==> config.mk <==
export PLATFORM = sky130hd
export DESIGN_NAME = sticky_sense_reg
export DESIGN_NICKNAME = d
export VERILOG_FILES = /design/src/rtl/ssr_pkg.sv /design/src/rtl/ssr_sync.sv /design/src/rtl/ssr_qualifier.sv /design/src/rtl/ssr_bank.sv /design/src/rtl/sticky_sense_reg.sv
export SDC_FILE = /design/constraint.sdc
export NUM_CORES = 1
export LEC_CHECK = 0
export BUFFER_PORTS_ARGS = -buffer_cell sky130_fd_sc_hd__clkbuf_2
export CAP_MARGIN = 20
export CELL_PAD_IN_SITES_DETAIL_PLACEMENT = 1
export CELL_PAD_IN_SITES_GLOBAL_PLACEMENT = 1
export CORE_UTILIZATION = 34
export DETAILED_ROUTE_END_ITERATION = 7
export MAX_ROUTING_LAYER = met4
export PLACE_DENSITY = 0.82
export SLEW_MARGIN = 20
export SYNTH_ARGS = -nofsm -noshare
export SYNTH_HDL_FRONTEND = slang
export SYNTH_SLANG_ARGS = --single-unit
==> constraint.sdc <==
create_clock -name clk -period 1.3 [get_ports clk]
set_clock_uncertainty 0.15 [all_clocks]
set_input_delay 0.26 -clock clk [delete_from_list [all_inputs] [get_ports clk]]
set_output_delay 0.26 -clock clk [all_outputs]
set_load 0.02 [all_outputs]
==> src/rtl/ssr_pkg.sv <==
package ssr_pkg;
  // Default geometry of the user register
  parameter int unsigned DEF_CH    = 3;  // sense/enable channel count
  parameter int unsigned DEF_SYNC  = 2;  // synchroniser depth
  parameter int unsigned DEF_QUAL  = 2;  // consecutive samples to qualify
  parameter int unsigned DEF_DW    = 8;  // register data width

  function automatic int unsigned cnt_width(input int unsigned limit);
    return (limit < 2) ? 1 : $clog2(limit + 1);
  endfunction
endpackage

==> src/rtl/ssr_sync.sv <==
module ssr_sync #(
  parameter int unsigned STAGES = 2
) (
  input  logic clk,
  input  logic rst,
  input  logic din,
  output logic dout
);
  logic [STAGES-1:0] chain_q;

  generate
    if (STAGES == 1) begin : g_single
      always_ff @(posedge clk) begin
        if (rst) chain_q <= '0;
        else     chain_q <= din;
      end
    end else begin : g_multi
      always_ff @(posedge clk) begin
        if (rst) chain_q <= '0;
        else     chain_q <= {chain_q[STAGES-2:0], din};
      end
    end
  endgenerate

  assign dout = chain_q[STAGES-1];
endmodule

==> src/rtl/ssr_qualifier.sv <==
module ssr_qualifier #(
  parameter int unsigned QUAL = 2
) (
  input  logic clk,
  input  logic rst,
  input  logic level,
  output logic qualified
);
  localparam int unsigned CW = ssr_pkg::cnt_width(QUAL);
  localparam logic [CW-1:0] LAST = CW'(QUAL - 1);
  localparam logic [CW-1:0] SAT  = CW'(QUAL);

  logic [CW-1:0] run_q;

  // run_q counts earlier consecutive high samples, saturating
  always_ff @(posedge clk) begin
    if (rst)            run_q <= '0;
    else if (!level)    run_q <= '0;
    else if (run_q != SAT) run_q <= run_q + 1'b1;
  end

  assign qualified = level && (run_q >= LAST);
endmodule

==> src/rtl/ssr_bank.sv <==
module ssr_bank #(
  parameter int unsigned CH = 3,
  parameter int unsigned DW = 8
) (
  input  logic          clk,
  input  logic          rst,
  input  logic          wr_stb,
  input  logic [DW-1:0] wr_data,
  input  logic [CH-1:0] qual,
  output logic [CH-1:0] sense_q,
  output logic [CH-1:0] en_q,
  output logic          event_q
);
  logic [CH-1:0] clr_mask;
  logic [CH-1:0] sense_n;

  assign clr_mask = wr_stb ? wr_data[CH-1:0] : '0;
  // set has priority over a same-cycle clear
  assign sense_n  = (sense_q & ~clr_mask) | qual;

  always_ff @(posedge clk) begin
    if (rst) begin
      sense_q <= '0;
      en_q    <= '0;
      event_q <= 1'b0;
    end else begin
      sense_q <= sense_n;
      event_q <= |sense_n;
      if (wr_stb) en_q <= wr_data[2*CH-1:CH];
    end
  end
endmodule

==> src/rtl/sticky_sense_reg.sv <==
module sticky_sense_reg #(
  parameter int unsigned CH   = ssr_pkg::DEF_CH,
  parameter int unsigned SYNC = ssr_pkg::DEF_SYNC,
  parameter int unsigned QUAL = ssr_pkg::DEF_QUAL,
  parameter int unsigned DW   = ssr_pkg::DEF_DW
) (
  input  logic          clk,
  input  logic          rst,
  input  logic [CH-1:0] sense_in,
  input  logic          sel,
  input  logic          wr,
  input  logic [DW-1:0] wr_data,
  output logic [DW-1:0] rd_data,
  output logic [CH-1:0] enable_out,
  output logic          event_out
);
  localparam int unsigned IMG_W = 2 * CH;

  logic [CH-1:0] synced;
  logic [CH-1:0] qual;
  logic [CH-1:0] sense_q;
  logic [CH-1:0] en_q;
  logic          wr_stb;
  logic          rd_stb;
  logic [IMG_W-1:0] image;

  generate
    for (genvar i = 0; i < CH; i++) begin : g_ch
      ssr_sync #(.STAGES(SYNC)) u_sync (
        .clk  (clk),
        .rst  (rst),
        .din  (sense_in[i]),
        .dout (synced[i])
      );
      ssr_qualifier #(.QUAL(QUAL)) u_qual (
        .clk       (clk),
        .rst       (rst),
        .level     (synced[i]),
        .qualified (qual[i])
      );
    end
  endgenerate

  assign wr_stb = sel && wr;
  assign rd_stb = sel && !wr;

  ssr_bank #(.CH(CH), .DW(DW)) u_bank (
    .clk     (clk),
    .rst     (rst),
    .wr_stb  (wr_stb),
    .wr_data (wr_data),
    .qual    (qual),
    .sense_q (sense_q),
    .en_q    (en_q),
    .event_q (event_out)
  );

  assign image      = {en_q, sense_q};
  assign enable_out = en_q;

  always_ff @(posedge clk) begin
    if (rst)         rd_data <= '0;
    else if (rd_stb) rd_data <= DW'(image);
  end
endmodule

[Yosys cells after proc, flatten, opt, wreduce, memory -nomap -nowiden]
Index checks and enable logic that the tools add are counted.
Operators by class
  add/subtract/negate cells: 3
  $lt $le $gt $ge: 3
  equal/unequal tests: 3
  muxes and demuxes: 1
  bitwise logic cells: 6
  reductions and logical operators: 10
Operators with widths (count)
  $add 2x1->2 const B: 3
  $ge 2x1->1 const B: 3
  $ne 2x2->1 const B: 3
  $reduce_or 2->1: 3
  $logic_and 1x1->1: 5
  $and 3x3->3: 1
  $mux 3: 1
  $not 1->1: 3
  $not 3->3: 1
  $or 3x3->3: 1
  $reduce_or 3->1: 1
  $logic_not 1->1: 1
Storage, ports and cells
  flip-flop bits (word level): 25
  bits of input ports: 15
  output and inout bits: 12
  word-level logic and storage cells: 36

[Longest topological paths before layout]
  depth after elaboration: 6
  depth in mapped cells: 5
  gate-level depth less buffers: 5

[Cells and area by module]
Synthesis repeated with hierarchy kept, for this count alone.
Unflattened totals
  cell total of the unflattened synthesis: 102
  area total of the unflattened synthesis: 1064.8 µm²
By module, submodules not included
  ssr_qualifier: times used 3, cells each 12, area an instance 111.4 µm², seq. area each 40.0 µm²
  sticky_sense_reg: times used 1, cells each 30, area an instance 317.8 µm², seq. area each 120.1 µm²
  ssr_bank: times used 1, cells each 24, area an instance 255.2 µm², seq. area each 140.1 µm²
  ssr_sync: times used 3, cells each 4, area an instance 52.6 µm², seq. area each 40.0 µm²

[Least setup slack after synthesis]
OpenSTA, ideal clock, no wires.
  path type: reg2reg
  start point: reg g_ch[0].u_qual.run_q[0]
  end point: reg u_bank.event_q
  setup time: 0.120 ns
  arrival: 1.017 ns
  data required time: 1.030 ns
  setup slack: 0.014 ns
  stages on the path, launching flop included: 6
  period minus slack after synthesis: 1.286 ns
  path through: dfxtp_1 > inv_1 > ha_1 > inv_1 > a22o_1 > a211o_1
Between the ends
  cells in the longest elaborated chain, start to end: 4
Ends and longest elaborated chain
  start, declared: RTL line ssr_qualifier.sv:13  | logic [CW-1:0] run_q;
  start signal, assigned: RTL line ssr_qualifier.sv:19  | else if (run_q != SAT) run_q <= run_q + 1'b1;
  $ge 2x1->1: RTL line ssr_qualifier.sv:22  | assign qualified = level && (run_q >= LAST);
  $logic_and 1x1->1: RTL line ssr_qualifier.sv:22
  $or 3x3->3: RTL line ssr_bank.sv:19  | assign sense_n = (sense_q & ~clr_mask) | qual;
  $reduce_or 3->1: RTL line ssr_bank.sv:28  | event_q <= |sense_n;
  end signal, assigned: RTL line ssr_bank.sv:28
  end, declared: RTL line ssr_bank.sv:12  | output logic event_q
No other way between the ends.
A chain may end at the register's enable or synchronous reset.

[Worst setup path in the final report]
  start point: reg g_ch[0].u_qual.run_q[1]
  end point: reg u_bank.event_q
The elaborated chain is that of the path after synthesis.

==> metrics.yaml <==
cts.sink_count: 25
clock.fmax_mhz: 785.4
dp_worst_setup_slack_ns: -0.03609
h-tree-depth: 1
utilization_pct: 45.33
clockBufferDepth: 2
fin_ws_ns: 0.02682
wl_met1_um: 822
syn_to_final_growth_pct: 26.94
fin_crit_ns: 1.273
top_layer_used: "met4"
power_leakage_nw: 0.5745
insertion_delay_ns: 0.32
path_max_fanout: 2
core_area_um2: 2758
place_congestion: 0.7820
clk_pin_slew_ns: 0.15
grt_pass1_wl_mm: 3.208
peakVddDrop_v: 0.0006126
rsz0062_at_grt: "true"
die_w_um: 55.82
root_buffer: "clkbuf_4"
layout-drive-gt1-share_pct: 35.34
cp-start-kind: "flip-flop"
r2r_slack_ns: 0.03
cts_made_buffers: 3
outcome: "completed"
crit_top_cell: "inv_2"
critPathCapture: "u_bank.event_q"
num_rows: 19
initial_utilization_pct: 35.71
synth.area.top_cells: "dfxtp_1 51%, mux2i_1 9.1%, ha_1 7.6%"
track_usage_pct: 13.43
cp.depth: 5
diodes: 0
whs_ns: 0.003386
tritoncts: "done"
vias: 745
hold_viol: 0
period_share_pct: 97.94
antenna_left: 0
critPathTopFamily: "compound AO/OA/AOI/OAI gates"
io_pins: 27
powerDensity_nw_per_um2: 1020
synth.top_cell.area_share_pct: 50.83
slowest_delay_ns: 0.35
route.met2.wl_mm: 1.045
postCtsSetupBuffers: 0
ys_types: 21
first_pass_iters: 4
yosysTopAreaCell: "dfxtp_1"
maxCapViolCount: 0
cp.required_ns: 1.38
reg2reg_to: "u_bank.event_q"
setup_viol: 0
dr_wl_met3_um: 74
drc: 0
routedWlPerCell_um: 11.94
r2r_start: "g_ch[0].u_qual.run_q[1]"
cp.buffers_inverters: 2
die-area_um2: 3115
grt_pass1_vias: 756
yosysWarnings: 0
wirelength_mm: 1.958
cpMaxStageDelayCell: "dfxtp_2"
crit_chain: "inv_2 -> ha_4 -> inv_2 -> a22o_1 -> a211o_1"
syn_inst: 99
portBuffers: 22
syn_avg_cell_area_um2: 9.946
synth_seq_cells: 25
grt_max_degree: 16
fp.dieH_um: 55.82
path_class: "reg -> reg"
finalNonFillerCells: 164
min_path_type: "in -> reg"
cp.arrival_ns: 1.36
dp.cells: 158
viasPerCell: 4.543
syn_area_um2: 984.7
end_kind: "flip-flop"
grt-ovfl-total: 0
ys_seq_area_share_pct: 50.83
antenna_found_initial: 0
setup.worst_path.start: "g_ch[0].u_qual.run_q[1]"
place_hpwl_mm: 1.604
final_nets: 155
maxSlewViolCount: 0
drt_iter0_drc: 12
reg2regPathDepth: 5
==> how the worst min path moves through the flow <==
stage / from / end / slack, ns / cells after the start
finish: wr_data[5] / u_bank.en_q[2] / 0.003 / 3
global route: sense_in[1] / g_ch[1].u_sync.chain_q[0] / 0.003 / 2
CTS: wr_data[5] / u_bank.en_q[2] / 0.006 / 3
detailed placement: g_ch[0].u_sync.chain_q[0] / g_ch[0].u_sync.chain_q[1] / 0.28 / 1
global placement: g_ch[1].u_sync.chain_q[0] / g_ch[1].u_sync.chain_q[1] / 0.27 / 1
floorplan: sense_in[0] / g_ch[0].u_sync.chain_q[0] / 0.24 / 1
==> sequential cells by signal, summed over array words and instances (netlist names) <==
name and count:
rd_data 6, g_ch.u_sync.chain_q 6, g_ch.u_qual.run_q 6, u_bank.sense_q 3, u_bank.en_q 3, u_bank.event_q 1
==> synthesized netlist by cell type <==
cell	count
inv_1	10
buf_4	3
ha_1	6
buf_1	1
and2_2	1
xor2_1	3
dfxtp_1	25
a22o_1	1
nand2_1	4
nand3_1	4
buf_2	1
nor2b_1	7
a211o_1	1
and3_1	2
a21oi_1	3
conb_1	1
nor2_1	12
nand2b_1	3
mux2i_1	9
o32ai_2	1
o32ai_1	1
==> area by class of cell <==
cell class                 count  area [um2]
fill                         333        1508
clock inverter                 1       7.507
multi-input combinational     60       431.7
tap                           31       38.79
sequential                    25       506.7
clock buffer                   3       22.52
inverter                      10       37.54
timing repair buffer          34       205.2
==> routing by layer <==
layer	vias up	track usage, %
met5	-	-
met4	0	3.136
met3	2	2.093
met2	19	25.13
met1	343	14.96
li1	381	-
==> worst min-delay path, cell delays in order <==
cell,delay [ns]
clkbuf_2,0.08
nand3_1,0.06
a21oi_1,0.05
==> logic make-up (layout without fill, tap and decap cells) <==
| group | after synthesis | after routing | synth area share (%) |
|---|---|---|---|
| flip-flops | 25 | 25 | 50.83 |
| AND/OR/NAND/NOR | 33 | 33 | 16.52 |
| other | 1 | 2 | 0.3808 |
| multiplexers | 9 | 9 | 9.149 |
| XOR/XNOR | 3 | 3 | 2.669 |
| buffers and inverters | 15 | 48 | 6.988 |
| AO/OA/AOI/OAI | 7 | 7 | 5.845 |
| adder cells (fa/ha/maj) | 6 | 6 | 7.624 |
==> power by group <==
part	switching, W	internal, W	total (W)	leakage [nW]
clock network	0.000239	0.000117	0.000356	0.0139
registers	0.00000876	0.000786	0.000795	0.206
logic	0.0000629	0.0000609	0.000124	0.355
==> placed cells by master, fill, tap and decap left out <==
| cell | instances |
|---|---|
| clkbuf_2 | 19 |
| nand3_1 | 4 |
| a21oi_1 | 3 |
| and2_2 | 1 |
| ha_4 | 1 |
| clkbuf_4 | 3 |
| ha_1 | 5 |
| a22o_1 | 1 |
| nand2b_1 | 3 |
| buf_2 | 3 |
| inv_1 | 7 |
| nor2b_1 | 7 |
| dfxtp_1 | 20 |
| clkinvlp_4 | 1 |
| dlygate4sd3_1 | 2 |
| nor2_1 | 12 |
| o32ai_1 | 1 |
| o32ai_2 | 1 |
| conb_1 | 2 |
| and3_1 | 2 |
| nand2_1 | 4 |
| a211o_1 | 1 |
| mux2i_1 | 9 |
| dfxtp_2 | 5 |
| inv_2 | 3 |
| buf_4 | 10 |
| xor2_1 | 3 |
==> metrics by stage <==
step           area [um2]   TNS (ns)  total power [W]
3_3_place_gp         1181  -0.009554        0.0009226
5_1_grt              1250   -0.03177         0.001333
4_1_cts              1226          0         0.001283
6_report             1250          0         0.001275
3_5_place_dp         1181   -0.03609        0.0009308
2_1_floorplan       988.4          0        0.0008763
==> repair_timing <==
| action | in CTS | in global routing |
|---|---|---|
| gates resized for setup | 4 | 9 |
| hold endpoints to repair | 1 | 1 |
| endpoints found under the setup margin | 2 | 5 |
| hold buffers | 1 | 1 |
| pin swaps | 2 | 2 |
Note: power is estimated with default switching activity, not from simulation.
